### src/rtl/lt_pkg.sv
package lt_pkg;
  localparam int LOAD_W  = 6;
  localparam int FRAC_W  = 4;
  localparam int AVG_W   = LOAD_W + FRAC_W;
  localparam int SHIFT_W = 3;

  typedef enum logic [1:0] {
    REQ_NONE  = 2'd0,
    REQ_UP    = 2'd1,
    REQ_DOWN  = 2'd2,
    REQ_PANIC = 2'd3
  } req_code_e;

  typedef enum logic [1:0] {
    HS_IDLE   = 2'd0,
    HS_RAISED = 2'd1,
    HS_ACKED  = 2'd2
  } hs_state_e;

  // One averaging step: move the average toward the sample by 1/2^sh of the gap.
  function automatic logic [AVG_W-1:0] ema_step(
    input logic [AVG_W-1:0]   avg,
    input logic [LOAD_W-1:0]  smp,
    input logic [SHIFT_W-1:0] sh
  );
    logic signed [AVG_W+1:0] gap;
    logic signed [AVG_W+1:0] step;
    gap  = $signed({2'b00, smp, {FRAC_W{1'b0}}}) - $signed({2'b00, avg});
    step = gap >>> sh;
    return avg + step[AVG_W-1:0];
  endfunction
endpackage

### src/rtl/lt_tick_gen.sv
module lt_tick_gen #(
  parameter int DIV_W = 4
) (
  input  logic             clk,
  input  logic             rst_n,
  input  logic             en,
  input  logic [DIV_W-1:0] div,
  output logic             tick
);
  logic [DIV_W-1:0] cnt;

  assign tick = en && (cnt == div);

  always_ff @(posedge clk or negedge rst_n) begin
    if (!rst_n)            cnt <= '0;
    else if (!en || tick)  cnt <= '0;
    else                   cnt <= cnt + 1'b1;
  end

  // Ticks are separated by div+1 clocks, so a nonzero divider never ticks twice in a row.
  assert_tick_gap_R4: assert property (@(posedge clk) disable iff (!rst_n)
    (tick && div != '0) |=> (!tick || div == '0));
endmodule

### src/rtl/lt_load_sum.sv
module lt_load_sum #(
  parameter int NGP    = 16,
  parameter int WW     = 4,
  parameter int LOAD_W = lt_pkg::LOAD_W
) (
  input  logic              clk,
  input  logic              rst_n,
  input  logic              busy,
  input  logic [LOAD_W-1:0] busy_weight,
  input  logic [NGP-1:0]    gp_in,
  input  logic [NGP*WW-1:0] gp_weight,
  input  logic              post_sel,
  output logic [LOAD_W-1:0] sample
);
  localparam int SUM_W = LOAD_W + WW + $clog2(NGP) + 1;
  localparam int MAXL  = (1 << LOAD_W) - 1;

  logic [WW-1:0]     term [NGP];
  logic [LOAD_W-1:0] busy_term;
  logic [SUM_W-1:0]  acc;

  genvar g;
  generate
    for (g = 0; g < NGP; g++) begin : g_term
      assign term[g] = gp_in[g] ? gp_weight[g*WW +: WW] : '0;
    end
  endgenerate

  assign busy_term = busy ? busy_weight : '0;

  always_comb begin
    acc = SUM_W'(busy_term);
    if (post_sel) begin
      for (int i = 0; i < NGP; i++) acc = acc + SUM_W'(term[i]);
    end
    sample = (acc > SUM_W'(MAXL)) ? LOAD_W'(MAXL) : acc[LOAD_W-1:0];
  end

  // The general-purpose terms only ever add, so the sample never falls below the busy part.
  assert_busy_floor_R2: assert property (@(posedge clk) disable iff (!rst_n)
    sample >= busy_term);
endmodule

### src/rtl/lt_ema.sv
module lt_ema
  import lt_pkg::*;
(
  input  logic               clk,
  input  logic               rst_n,
  input  logic               en,
  input  logic               tick,
  input  logic [LOAD_W-1:0]  sample,
  input  logic [SHIFT_W-1:0] shift,
  output logic [LOAD_W-1:0]  load
);
  logic [AVG_W-1:0] avg;

  always_ff @(posedge clk or negedge rst_n) begin
    if (!rst_n)     avg <= '0;
    else if (!en)   avg <= '0;
    else if (tick)  avg <= ema_step(avg, sample, shift);
  end

  assign load = avg[AVG_W-1:FRAC_W];

  // The average moves only on a sample tick.
  assert_ema_hold_R5: assert property (@(posedge clk) disable iff (!rst_n)
    (en && $past(en) && !$past(tick)) |-> $stable(avg));
endmodule

### src/rtl/lt_decide.sv
module lt_decide
  import lt_pkg::*;
#(
  parameter int CNT_W = 8
) (
  input  logic              clk,
  input  logic              rst_n,
  input  logic              en,
  input  logic              eval,
  input  logic              turbo,
  input  logic [LOAD_W-1:0] load,
  input  logic [LOAD_W-1:0] up_thr,
  input  logic [LOAD_W-1:0] dn_thr,
  input  logic [LOAD_W-1:0] pnc_thr,
  input  logic [CNT_W-1:0]  up_cnt,
  input  logic [CNT_W-1:0]  dn_cnt,
  input  logic              req_mask,
  input  logic              sw_start,
  input  logic              sw_finish,
  output logic [1:0]        req_code,
  output logic              req_irq,
  output logic              fire
);
  localparam logic [CNT_W-1:0] CNT_MAX = '1;

  hs_state_e         state;
  req_code_e         code_q, new_code;
  logic [CNT_W-1:0]  up_ctr, dn_ctr, up_n, dn_n;
  logic              up_hit, dn_hit, pn_hit, up_ok, dn_ok;

  always_comb begin
    up_hit = !turbo && (load > up_thr);
    dn_hit =  turbo && (load < dn_thr);
    pn_hit = !turbo && (load > pnc_thr);
    up_n   = up_hit ? ((up_ctr == CNT_MAX) ? up_ctr : up_ctr + 1'b1) : '0;
    dn_n   = dn_hit ? ((dn_ctr == CNT_MAX) ? dn_ctr : dn_ctr + 1'b1) : '0;
    up_ok  = up_hit && (up_n >= up_cnt);
    dn_ok  = dn_hit && (dn_n >= dn_cnt);
    fire   = (state == HS_IDLE) && eval && (pn_hit || up_ok || dn_ok);
    if (pn_hit)     new_code = REQ_PANIC;
    else if (up_ok) new_code = REQ_UP;
    else            new_code = REQ_DOWN;
  end

  always_ff @(posedge clk or negedge rst_n) begin
    if (!rst_n) begin
      state  <= HS_IDLE;
      code_q <= REQ_NONE;
      up_ctr <= '0;
      dn_ctr <= '0;
    end else if (!en) begin
      state  <= HS_IDLE;
      code_q <= REQ_NONE;
      up_ctr <= '0;
      dn_ctr <= '0;
    end else begin
      case (state)
        HS_IDLE: begin
          if (fire) begin
            state  <= HS_RAISED;
            code_q <= new_code;
          end else if (eval) begin
            up_ctr <= up_n;
            dn_ctr <= dn_n;
          end
        end
        HS_RAISED: if (sw_start) state <= HS_ACKED;
        HS_ACKED: begin
          if (sw_finish) begin
            state  <= HS_IDLE;
            code_q <= REQ_NONE;
            up_ctr <= '0;
            dn_ctr <= '0;
          end
        end
        default: state <= HS_IDLE;
      endcase
    end
  end

  assign req_code = code_q;
  assign req_irq  = (state == HS_RAISED) && !req_mask;

  // A newly raised code must match the setpoint seen when it fired.
  assert_setpoint_gate_R9: assert property (@(posedge clk) disable iff (!rst_n)
    (code_q != REQ_NONE && $past(code_q) == REQ_NONE) |->
      (($past(turbo) && code_q == REQ_DOWN) || (!$past(turbo) && code_q != REQ_DOWN)));

  // An outstanding request keeps its code and freezes both run counters.
  assert_code_hold_R11: assert property (@(posedge clk) disable iff (!rst_n)
    (state != HS_IDLE && $past(state) != HS_IDLE) |-> $stable(code_q));

  assert_ctr_freeze_R11: assert property (@(posedge clk) disable iff (!rst_n)
    (state != HS_IDLE && $past(state) != HS_IDLE) |-> ($stable(up_ctr) && $stable(dn_ctr)));

  // The interrupt only accompanies a real, unmasked code.
  assert_irq_valid_R10: assert property (@(posedge clk) disable iff (!rst_n)
    req_irq |-> (code_q != REQ_NONE && !req_mask));
endmodule

### src/rtl/dvfs_load_governor.sv
module dvfs_load_governor
  import lt_pkg::*;
#(
  parameter int NGP   = 16,
  parameter int WW    = 4,
  parameter int CNT_W = 8,
  parameter int DIV_W = 4
) (
  input  logic               clk,
  input  logic               rst_n,
  input  logic               track_en,
  input  logic               setpoint_turbo,
  input  logic               cpu_busy,
  input  logic [LOAD_W-1:0]  busy_weight,
  input  logic [NGP-1:0]     gp_in,
  input  logic [NGP*WW-1:0]  gp_weight,
  input  logic               sum_post_sel,
  input  logic [DIV_W-1:0]   div_cfg,
  input  logic [SHIFT_W-1:0] ema_shift,
  input  logic [LOAD_W-1:0]  up_thr,
  input  logic [LOAD_W-1:0]  dn_thr,
  input  logic [LOAD_W-1:0]  pnc_thr,
  input  logic [CNT_W-1:0]   up_cnt,
  input  logic [CNT_W-1:0]   dn_cnt,
  input  logic               req_mask,
  input  logic               sw_start,
  input  logic               sw_finish,
  output logic [1:0]         req_code,
  output logic               req_irq,
  output logic [LOAD_W-1:0]  load_level
);
  logic              sample_tick;
  logic              eval_strobe;
  logic              req_fire;
  logic [LOAD_W-1:0] load_sample;

  lt_tick_gen #(.DIV_W(DIV_W)) u_tick (
    .clk(clk), .rst_n(rst_n), .en(track_en), .div(div_cfg), .tick(sample_tick)
  );

  lt_load_sum #(.NGP(NGP), .WW(WW), .LOAD_W(LOAD_W)) u_sum (
    .clk(clk), .rst_n(rst_n), .busy(cpu_busy), .busy_weight(busy_weight),
    .gp_in(gp_in), .gp_weight(gp_weight), .post_sel(sum_post_sel),
    .sample(load_sample)
  );

  lt_ema u_ema (
    .clk(clk), .rst_n(rst_n), .en(track_en), .tick(sample_tick),
    .sample(load_sample), .shift(ema_shift), .load(load_level)
  );

  // Evaluate one clock after the sample, when the new average is visible.
  always_ff @(posedge clk or negedge rst_n) begin
    if (!rst_n) eval_strobe <= 1'b0;
    else        eval_strobe <= track_en && sample_tick;
  end

  lt_decide #(.CNT_W(CNT_W)) u_decide (
    .clk(clk), .rst_n(rst_n), .en(track_en), .eval(eval_strobe),
    .turbo(setpoint_turbo), .load(load_level),
    .up_thr(up_thr), .dn_thr(dn_thr), .pnc_thr(pnc_thr),
    .up_cnt(up_cnt), .dn_cnt(dn_cnt), .req_mask(req_mask),
    .sw_start(sw_start), .sw_finish(sw_finish),
    .req_code(req_code), .req_irq(req_irq), .fire(req_fire)
  );

  // A firing decision shows on the code output one clock later.
  assert_fire_visible_R6: assert property (@(posedge clk) disable iff (!rst_n)
    (req_fire && track_en) |=> (req_code != 2'd0 || !track_en));
endmodule

### config.mk
export PLATFORM = sky130hd
export DESIGN_NAME = dvfs_load_governor
export DESIGN_NICKNAME = d
export VERILOG_FILES = /design/src/rtl/lt_pkg.sv /design/src/rtl/lt_tick_gen.sv /design/src/rtl/lt_load_sum.sv /design/src/rtl/lt_ema.sv /design/src/rtl/lt_decide.sv /design/src/rtl/dvfs_load_governor.sv
export SDC_FILE = /design/constraint.sdc
export NUM_CORES = 1
export LEC_CHECK = 0
export BUFFER_PORTS_ARGS = -buffer_cell sky130_fd_sc_hd__buf_2
export CORE_MARGIN = 1
export CORE_UTILIZATION = 58
export CTS_BUF_LIST = sky130_fd_sc_hd__clkbuf_4
export DETAILED_ROUTE_END_ITERATION = 8
export MAX_ROUTING_LAYER = met4
export PLACE_DENSITY = 0.85
export SLEW_MARGIN = 20
export SYNTH_ARGS = -nofsm -noshare
export SYNTH_HDL_FRONTEND = slang
export SYNTH_HIERARCHICAL = 1
export SYNTH_SLANG_ARGS = --single-unit
### constraint.sdc
create_clock -name clk -period 4.1 [get_ports clk]
set_clock_uncertainty 0.1 [all_clocks]
set_input_delay 0.82 -clock clk [delete_from_list [all_inputs] [get_ports clk]]
set_output_delay 0.82 -clock clk [all_outputs]
set_load 0.01 [all_outputs]
==> flow_summary.toml, run 1 <==
[pwr]
ir_worst_vdd_mv = 1.45
pwr-share-seq_pct = 4.1
p_comb_share_pct = 92.4
power_per_cell_area_mw_per_mm2 = 1090
p_sw_uw = 4380
switching_share_pct = 47.7
cellLeakagePower_uw = 0.00436
pwr-share-clk_pct = 3.5
p_int_uw = 4790

[worst_setup_path]
critical-path-max-stage-delay_ns = 0.55
critPathBufInv = 3
worstPathArrival_ns = 8.68
critical_path_class = "input port to flop"
cp_max_fo = 6
cp-end-kind = "flop"
cp.required_ns = 4.29
path_common_cell = "fa_1"
crit_family = "adder cells"
cp-start-kind = "input port"
crit_slowest_cell = "fa_1"

[grt]
grt_overflow_total = 0
grt_max_degree = 38
track_usage_pct = 32.4
antenna_found_initial = 0
grt_pass1_vias = 6431
grt_pass1_wl_um = 28800

[detailed_routing]
vias = 6539
wl_per_cell_um = 16.5
drtIter0Drc = 496
drc = 0
ant_nets = 0
viasPerCell = 5.82
wirelength_um = 18600
dr.pass1.iters = 7

[floorplan]
die_w_um = 108
die_area_mm2 = 0.0116
ioPinCount = 145
fp.dieH_um = 108
start_util_pct = 59.6
core_area_mm2 = 0.0109
rows = 38

[job]
cap_viol_max_count = 0

[sta]
tightest_slew_ns = 0.804
post-route-period-util_pct = 207
rsz0062_at_grt = "yes"
final.setup.tns_ns = -40.99
post-route-min-period_ns = 8.49
hold_viol = 0
fmax_mhz = 118
finalSetupViolCount = 10
final_max_slew_viol_count = 0
relSlewSlack_pct = 46.4
finalWorstSetupSlack_ns = -4.39

[cells_and_area]
nNetsFinal = 1248
antennaDiodeCount = 0
final_area_mm2 = 0.00839
layout-drive-gt1-share_pct = 34.0
syn2layout_area_growth_pct = 29.2
utilization_pct = 77.1

[clock_tree]
numClockSinks = 35
cts_buffer_depth = 2
hold_buffers = 0
clkLatencyLatePin_ns = 0.36
clk_pin_slew_worst_paths_ns = 0.11
numCtsBuffers = 5
tritoncts = "done"
h-tree-depth = 2
cts-root-buf = "clkbuf_4"

[yosys]
synth_fp_nets = 1026
ys_warn_count = 6
syn_area_per_cell_um2 = 8.54
syn-cell-area_mm2 = 0.00649
synth_cells = 760

[worst_hold_path]
hp-class = "flop to flop"

[placement]
place_ws_ns = -4.73
hpwl_um = 14500
port_buffers = 144
place.gp.congestion = 0.910
dpl_cell_area_mm2 = 0.00800

[status]
status = "complete, but fails checks"
violations = "setup timing"
## power groups by stage
stage          Sequential, uW  Combinational (uW)  Clock (uW)
2_1_floorplan             375                4610           0
3_3_place_gp              384                6860           0
6_report                  379                8470         319
4_1_cts                   378                7580         320
3_5_place_dp              385                7180           0
5_1_grt                   380                9120         335
## sequential cells by signal (all words and copies together) (netlist names)
| register | cells |
|---|---|
| eval_strobe | 1 |
| u_decide/dn_ctr | 8 |
| u_decide/req_code | 2 |
| u_decide/state | 2 |
| u_decide/up_ctr | 8 |
| u_ema/avg | 10 |
| u_tick/cnt | 4 |
## final timing paths
| path | depth (start not counted) | from | slack, ns | end |
|---|---|---|---|---|
| worst max-delay path | 33 | gp_in[12] | -4.39 | u_ema/avg[9] |
| worst min-delay path | 1 | u_decide/req_code[0] | 0.40 | u_decide/req_code[0] |
| worst max register to register | 15 | u_ema/avg[6] | 0.09 | u_ema/avg[9] |
| worst min register to register | 1 | u_decide/req_code[0] | 0.40 | u_decide/req_code[0] |
| max in group asynchronous | 1 | rst_n | 2.96 | u_ema/avg[9] |
| min in group asynchronous | 1 | rst_n | 0.43 | u_decide/dn_ctr[7] |
## cell type report
cell class              count  area, um2
clock buffers               5       37.5
clock inverters             3       67.6
fillers                   692       2490
inverters                 119        447
multi-input cells         585       5340
flip-flops and latches     35        876
well taps                 140        175
repair buffers            236       1450
## routing by layer
| metal | wire (um) | vias up | global-route usage, % |
|---|---|---|---|
| met5 | 0 | - | - |
| met3 | 1370 | 58 | 5.02 |
| met1 | 7450 | 3139 | 39.5 |
| li1 | - | 3026 | - |
| met4 | 461 | 0 | 9.39 |
| met2 | 9280 | 316 | 55.6 |
## placed cells by master, fill, tap and decap left out, drive strengths merged, types with 15 or more instances in the layout
master	instances
buf	236
fa	64
a21oi	36
o21ai	27
inv	118
nor2	39
ha	66
nand3	24
nand2b	15
and2	31
xnor2	16
dfrtp	35
nand2	83
## what timing repair did
action / CTS / global route
hold endpoints to repair: 0 / 0
setup endpoints to repair: 10 / 10
gates resized for setup: 17 / 29
pin swaps: 22 / 17
buffers inserted: 7 / 9
## metrics by stage
step	cells	hold WS, ns	total power (uW)
floorplan	760	0.383	4980
global placement	1102	0.382	7240
detailed placement	1102	0.381	7570
CTS	1116	0.406	8270
global route	1123	0.443	9830
finish	1123	0.404	9170
Power figures use the tool's default switching activity.
==> inputs of run 2 (changes only) <==
--- a/config.mk
+++ b/config.mk
@@ -5,13 +5,14 @@
 export SDC_FILE = /design/constraint.sdc
 export NUM_CORES = 1
 export LEC_CHECK = 0
+export ABC_AREA = 1
 export BUFFER_PORTS_ARGS = -buffer_cell sky130_fd_sc_hd__buf_2
 export CORE_MARGIN = 1
 export CORE_UTILIZATION = 58
 export CTS_BUF_LIST = sky130_fd_sc_hd__clkbuf_4
 export DETAILED_ROUTE_END_ITERATION = 8
 export MAX_ROUTING_LAYER = met4
-export PLACE_DENSITY = 0.85
+export PLACE_DENSITY = 0.84
 export SLEW_MARGIN = 20
 export SYNTH_ARGS = -nofsm -noshare
 export SYNTH_HDL_FRONTEND = slang
==> flow_summary.toml, run 2 <==
[sta]
finalWorstSetupSlack_ns = -4.14
finalSetupViolCount = 10
final.setup.tns_ns = -36.82
tightest_slew_ns = 0.819
post-route-min-period_ns = 8.24
final_max_slew_viol_count = 0
post-route-period-util_pct = 201
hold_ws_ns = 0.386
fmax_mhz = 121
relSlewSlack_pct = 45.4
rsz0062_at_grt = "yes"
hold_viol = 0

[worst_setup_path]
cp_max_fo = 5
crit_slowest_cell = "fa_1"
critPathBufInv = 7
critical-path-max-stage-delay_ns = 0.55
worstPathArrival_ns = 8.42
critical_path_class = "input port to flop"
cp-end-kind = "flop"
cp.required_ns = 4.28
crit_family = "adder cells"
cp-start-kind = "input port"
path_common_cell = "nand2_2"

[grt]
antenna_found_initial = 0
grt_pass1_wl_um = 28400
grt_max_degree = 36
track_usage_pct = 30.9
grt_pass1_vias = 6671
grt_overflow_total = 0

[yosys]
ys_warn_count = 6
syn_area_per_cell_um2 = 6.76
synth_fp_nets = 1251
syn-cell-area_mm2 = 0.00666
synth_cells = 985

[detailed_routing]
drc = 0
wl_per_cell_um = 14.0
ant_nets = 0
dr.pass1.iters = 5
vias = 7026
drtIter0Drc = 505
viasPerCell = 5.22
wirelength_um = 18800

[floorplan]
ioPinCount = 145
fp.dieH_um = 109
start_util_pct = 60.4
die_w_um = 109
core_area_mm2 = 0.0110
die_area_mm2 = 0.0119
rows = 38

[cells_and_area]
layout-drive-gt1-share_pct = 31.1
largest_reg_flops = 10
syn2layout_area_growth_pct = 29.4
nNetsFinal = 1469
finalNonFillerCells = 1345
final_cell_mix = "nand2_1, inv_1, buf_2, buf_4, nand3_1"
top_register = "u_ema/avg"
nFillCells = 754
final_common_cell = "nand2_1"
largest_registers = "u_ema/avg: 10 flops, u_decide/dn_ctr: 8 flops, u_decide/up_ctr: 8 flops"

[placement]
place.gp.congestion = 1.00
placedCellCount = 1321
port_buffers = 144
hpwl_um = 14100

[worst_hold_path]
hp-class = "flop to flop"

[clock_tree]
tritoncts = "done"
cts_buffer_depth = 2
hold_buffers = 0
clkLatencyLatePin_ns = 0.37
numClockSinks = 35
clk_pin_slew_worst_paths_ns = 0.13
cts-root-buf = "clkbuf_4"
h-tree-depth = 2
numCtsBuffers = 5

[status]
violations = "setup timing"
status = "complete, but fails checks"

[job]
cap_viol_max_count = 0
-- run 2: repair_timing --
| action | in CTS | in global routing |
|---|---|---|
| setup buffers | 9 | 6 |
| pin swaps | 51 | 76 |
| setup endpoints to repair | 10 | 10 |
| gates resized for setup | 32 | 64 |
-- run 2: tightest hold or removal path, delay by kind of cell (launching register included) --
| family | cells | cell delay (ns) |
|---|---|---|
| simple gates | 2 | 0.09 |
| flops | 1 | 0.37 |
-- run 2: path summary, 6_finish.rpt --
kind | start | endpoint | slack [ns] | cells past startpoint
max | gp_in[8] | u_ema/avg[9] | -4.14 | 44
min | u_decide/req_code[0] | u_decide/req_code[0] | 0.39 | 2
max reg2reg | u_ema/avg[5] | u_ema/avg[9] | 0.29 | 24
min reg2reg | u_decide/req_code[0] | u_decide/req_code[0] | 0.39 | 2
max in group asynchronous | rst_n | u_decide/dn_ctr[2] | 2.96 | 1
min in group asynchronous | rst_n | u_decide/up_ctr[6] | 0.43 | 1
-- run 2: cell type report --
cell class	count	area, um2	share of cell area, %
diodes	1	2.50	0.0290
clock buffers	5	37.5	0.435
clock inverters	3	23.8	0.276
inverters	238	893	10.4
multi-input cells	697	5230	60.6
flip-flops and latches	35	876	10.2
well taps	140	175	2.03
repair buffers	226	1390	16.1
-- run 2: per-layer routing --
metal | share of wire [%] | vias up | global-route usage (%)
met5 | 0 | - | -
met4 | 3.1 | 0 | 9.07
met3 | 6.1 | 78 | 4.24
met2 | 50 | 286 | 52.1
met1 | 41 | 3241 | 38.5
li1 | - | 3421 | -
-- run 2: through the flow --
stage	cell area, um2	worst slack (ns)	utilization [%]
global route	8620	-4.45	78.1
detailed placement	8080	-4.30	73.2
global placement	8080	-4.14	73.2
CTS	8300	-3.86	75.3
floorplan	6770	-3.65	-
finish	8620	-4.14	78.1
Power of run 2 is left out: the tool's default activity adds up to more than one toggle a clock period on the data nets, which glitch-free logic cannot reach.
==> inputs of run 3 (changes only) <==
--- a/config.mk
+++ b/config.mk
@@ -9,7 +9,7 @@
 export BUFFER_PORTS_ARGS = -buffer_cell sky130_fd_sc_hd__buf_2
 export CORE_MARGIN = 1
 export CORE_UTILIZATION = 58
-export CTS_BUF_LIST = sky130_fd_sc_hd__clkbuf_4
+export CTS_BUF_LIST = sky130_fd_sc_hd__clkbuf_2 sky130_fd_sc_hd__clkbuf_4 sky130_fd_sc_hd__clkbuf_8
 export DETAILED_ROUTE_END_ITERATION = 8
 export MAX_ROUTING_LAYER = met4
 export PLACE_DENSITY = 0.84
==> flow_summary.toml, run 3 (synthesis results as in run 2) <==
[cells_and_area]
largest_reg_flops = 10
syn2layout_area_growth_pct = 30.9
nFillCells = 740
antennaDiodeCount = 0
layout-drive-gt1-share_pct = 32.4
final_cell_mix = "nand2_1, inv_1, buf_2, buf_4, nand3_1"
utilization_pct = 79.0
nNetsFinal = 1473
top_register = "u_ema/avg"
largest_registers = "u_ema/avg: 10 flops, u_decide/dn_ctr: 8 flops, u_decide/up_ctr: 8 flops"
final_common_cell = "nand2_1"

[sta]
finalWorstSetupSlack_ns = -4.11
tightest_slew_ns = 0.827
rsz0062_at_grt = "yes"
finalSetupViolCount = 10
fmax_mhz = 122
final_max_slew_viol_count = 0
post-route-period-util_pct = 200
hold_viol = 0
relSlewSlack_pct = 44.9
post-route-min-period_ns = 8.21
hold_ws_ns = 0.375

[detailed_routing]
vias = 7015
drc = 0
ant_nets = 0
viasPerCell = 5.20
drtIter0Drc = 560
dr.pass1.iters = 5
wl_per_cell_um = 14.0
wirelength_um = 18800

[placement]
place.gp.congestion = 1.00
hpwl_um = 14100
port_buffers = 144

[grt]
grt_pass1_wl_um = 28500
grt_overflow_total = 0
grt_max_degree = 36
antenna_found_initial = 0
track_usage_pct = 31.1
grt_pass1_vias = 6790

[clock_tree]
cts-root-buf = "clkbuf_8"
h-tree-depth = 2
clk_pin_slew_worst_paths_ns = 0.08
numClockSinks = 35
cts_buffer_depth = 2
clkLatencyLatePin_ns = 0.30
tritoncts = "done"
numCtsBuffers = 5

[floorplan]
start_util_pct = 60.4
die_area_mm2 = 0.0119
fp.dieH_um = 109
core_area_mm2 = 0.0110
ioPinCount = 145
rows = 38
die_w_um = 109

[worst_setup_path]
worstPathArrival_ns = 8.31
crit_slowest_cell = "fa_1"
crit_family = "adder cells"
cp-end-kind = "flop"
cp.required_ns = 4.20
critical_path_class = "input port to flop"
cp_max_fo = 5
cp-start-kind = "input port"
critical-path-max-stage-delay_ns = 0.58
critPathBufInv = 9

[worst_hold_path]
hp-class = "flop to flop"

[status]
status = "complete, but fails checks"
violations = "setup timing"

[job]
cap_viol_max_count = 0
run 3: cell types whose count changed in the layout (fill, tap and decap cells not counted), moves of 5 or more:
cell	change
nand2_2	+6
clkbuf_4	-5
buf_4	+5
clkbuf_8	+5
run 3: worst reg2reg max path, stage by stage, from the launching register on:
cell,delay [ns]
dfrtp_1,0.47
inv_1,0.14
ha_4,0.30
nand2_2,0.05
nor3_2,0.14
nand2_1,0.09
nand2_2,0.10
nand2_2,0.06
nand2_2,0.08
xnor2_2,0.14
o21ai_2,0.11
buf_4,0.15
o21ai_4,0.17
buf_4,0.14
o21ai_1,0.07
ha_1,0.30
inv_1,0.08
nor4_4,0.32
nand2_1,0.12
o311ai_1,0.10
a31oi_1,0.09
inv_1,0.06
nand3_1,0.06
nand3_1,0.10
nand2_1,0.06
run 3: path summary, 6_finish.rpt:
| kind | startpoint | to | slack (ns) | cells past startpoint |
|---|---|---|---|---|
| max | gp_in[9] | u_ema/avg[9] | -4.11 | 44 |
| min | u_decide/req_code[0] | u_decide/req_code[0] | 0.37 | 2 |
| max reg2reg | u_ema/avg[5] | u_ema/avg[9] | 0.39 | 24 |
| min reg2reg | u_decide/req_code[0] | u_decide/req_code[0] | 0.37 | 2 |
| max in group asynchronous | rst_n | u_ema/avg[1] | 2.86 | 1 |
| min in group asynchronous | rst_n | u_decide/up_ctr[7] | 0.51 | 1 |
run 3: area by class of cell:
cell class	count	area, um2	share of cell area [%]
clock inverters	3	23.8	0.273
repair buffers	230	1430	16.4
inverters	238	893	10.2
flip-flops and latches	35	876	10.0
well taps	140	175	2.01
multi-input cells	697	5250	60.2
clock buffers	5	68.8	0.789
run 3: layer usage:
metal	up-vias	wire length [um]	part of all wire, %	track usage, %
li1	3418	-	-	-
met1	3235	7440	39	37.9
met2	292	9630	51	53.2
met3	70	1150	6.1	4.90
met4	0	616	3.3	8.78
met5	-	0	0	-
run 3: what timing repair did:
item,4_1_cts,5_1_grt
setup endpoints to repair,10,10
pin swaps,52,61
buffers inserted,12,7
hold buffers,0,0
gates resized for setup,58,55
run 3: stage by stage:
stage	setup WS, ns	area (um2)	TNS [ns]	cells
6_report	-4.11	8720	-37.22	1348
5_1_grt	-4.41	8720	-39.91	1348
4_1_cts	-3.92	8440	-34.92	1341
3_5_place_dp	-4.30	8080	-38.92	1321
3_3_place_gp	-4.14	8080	-37.52	1321
2_1_floorplan	-3.65	6770	-32.33	985
Power of run 3 is left out for the same reason.
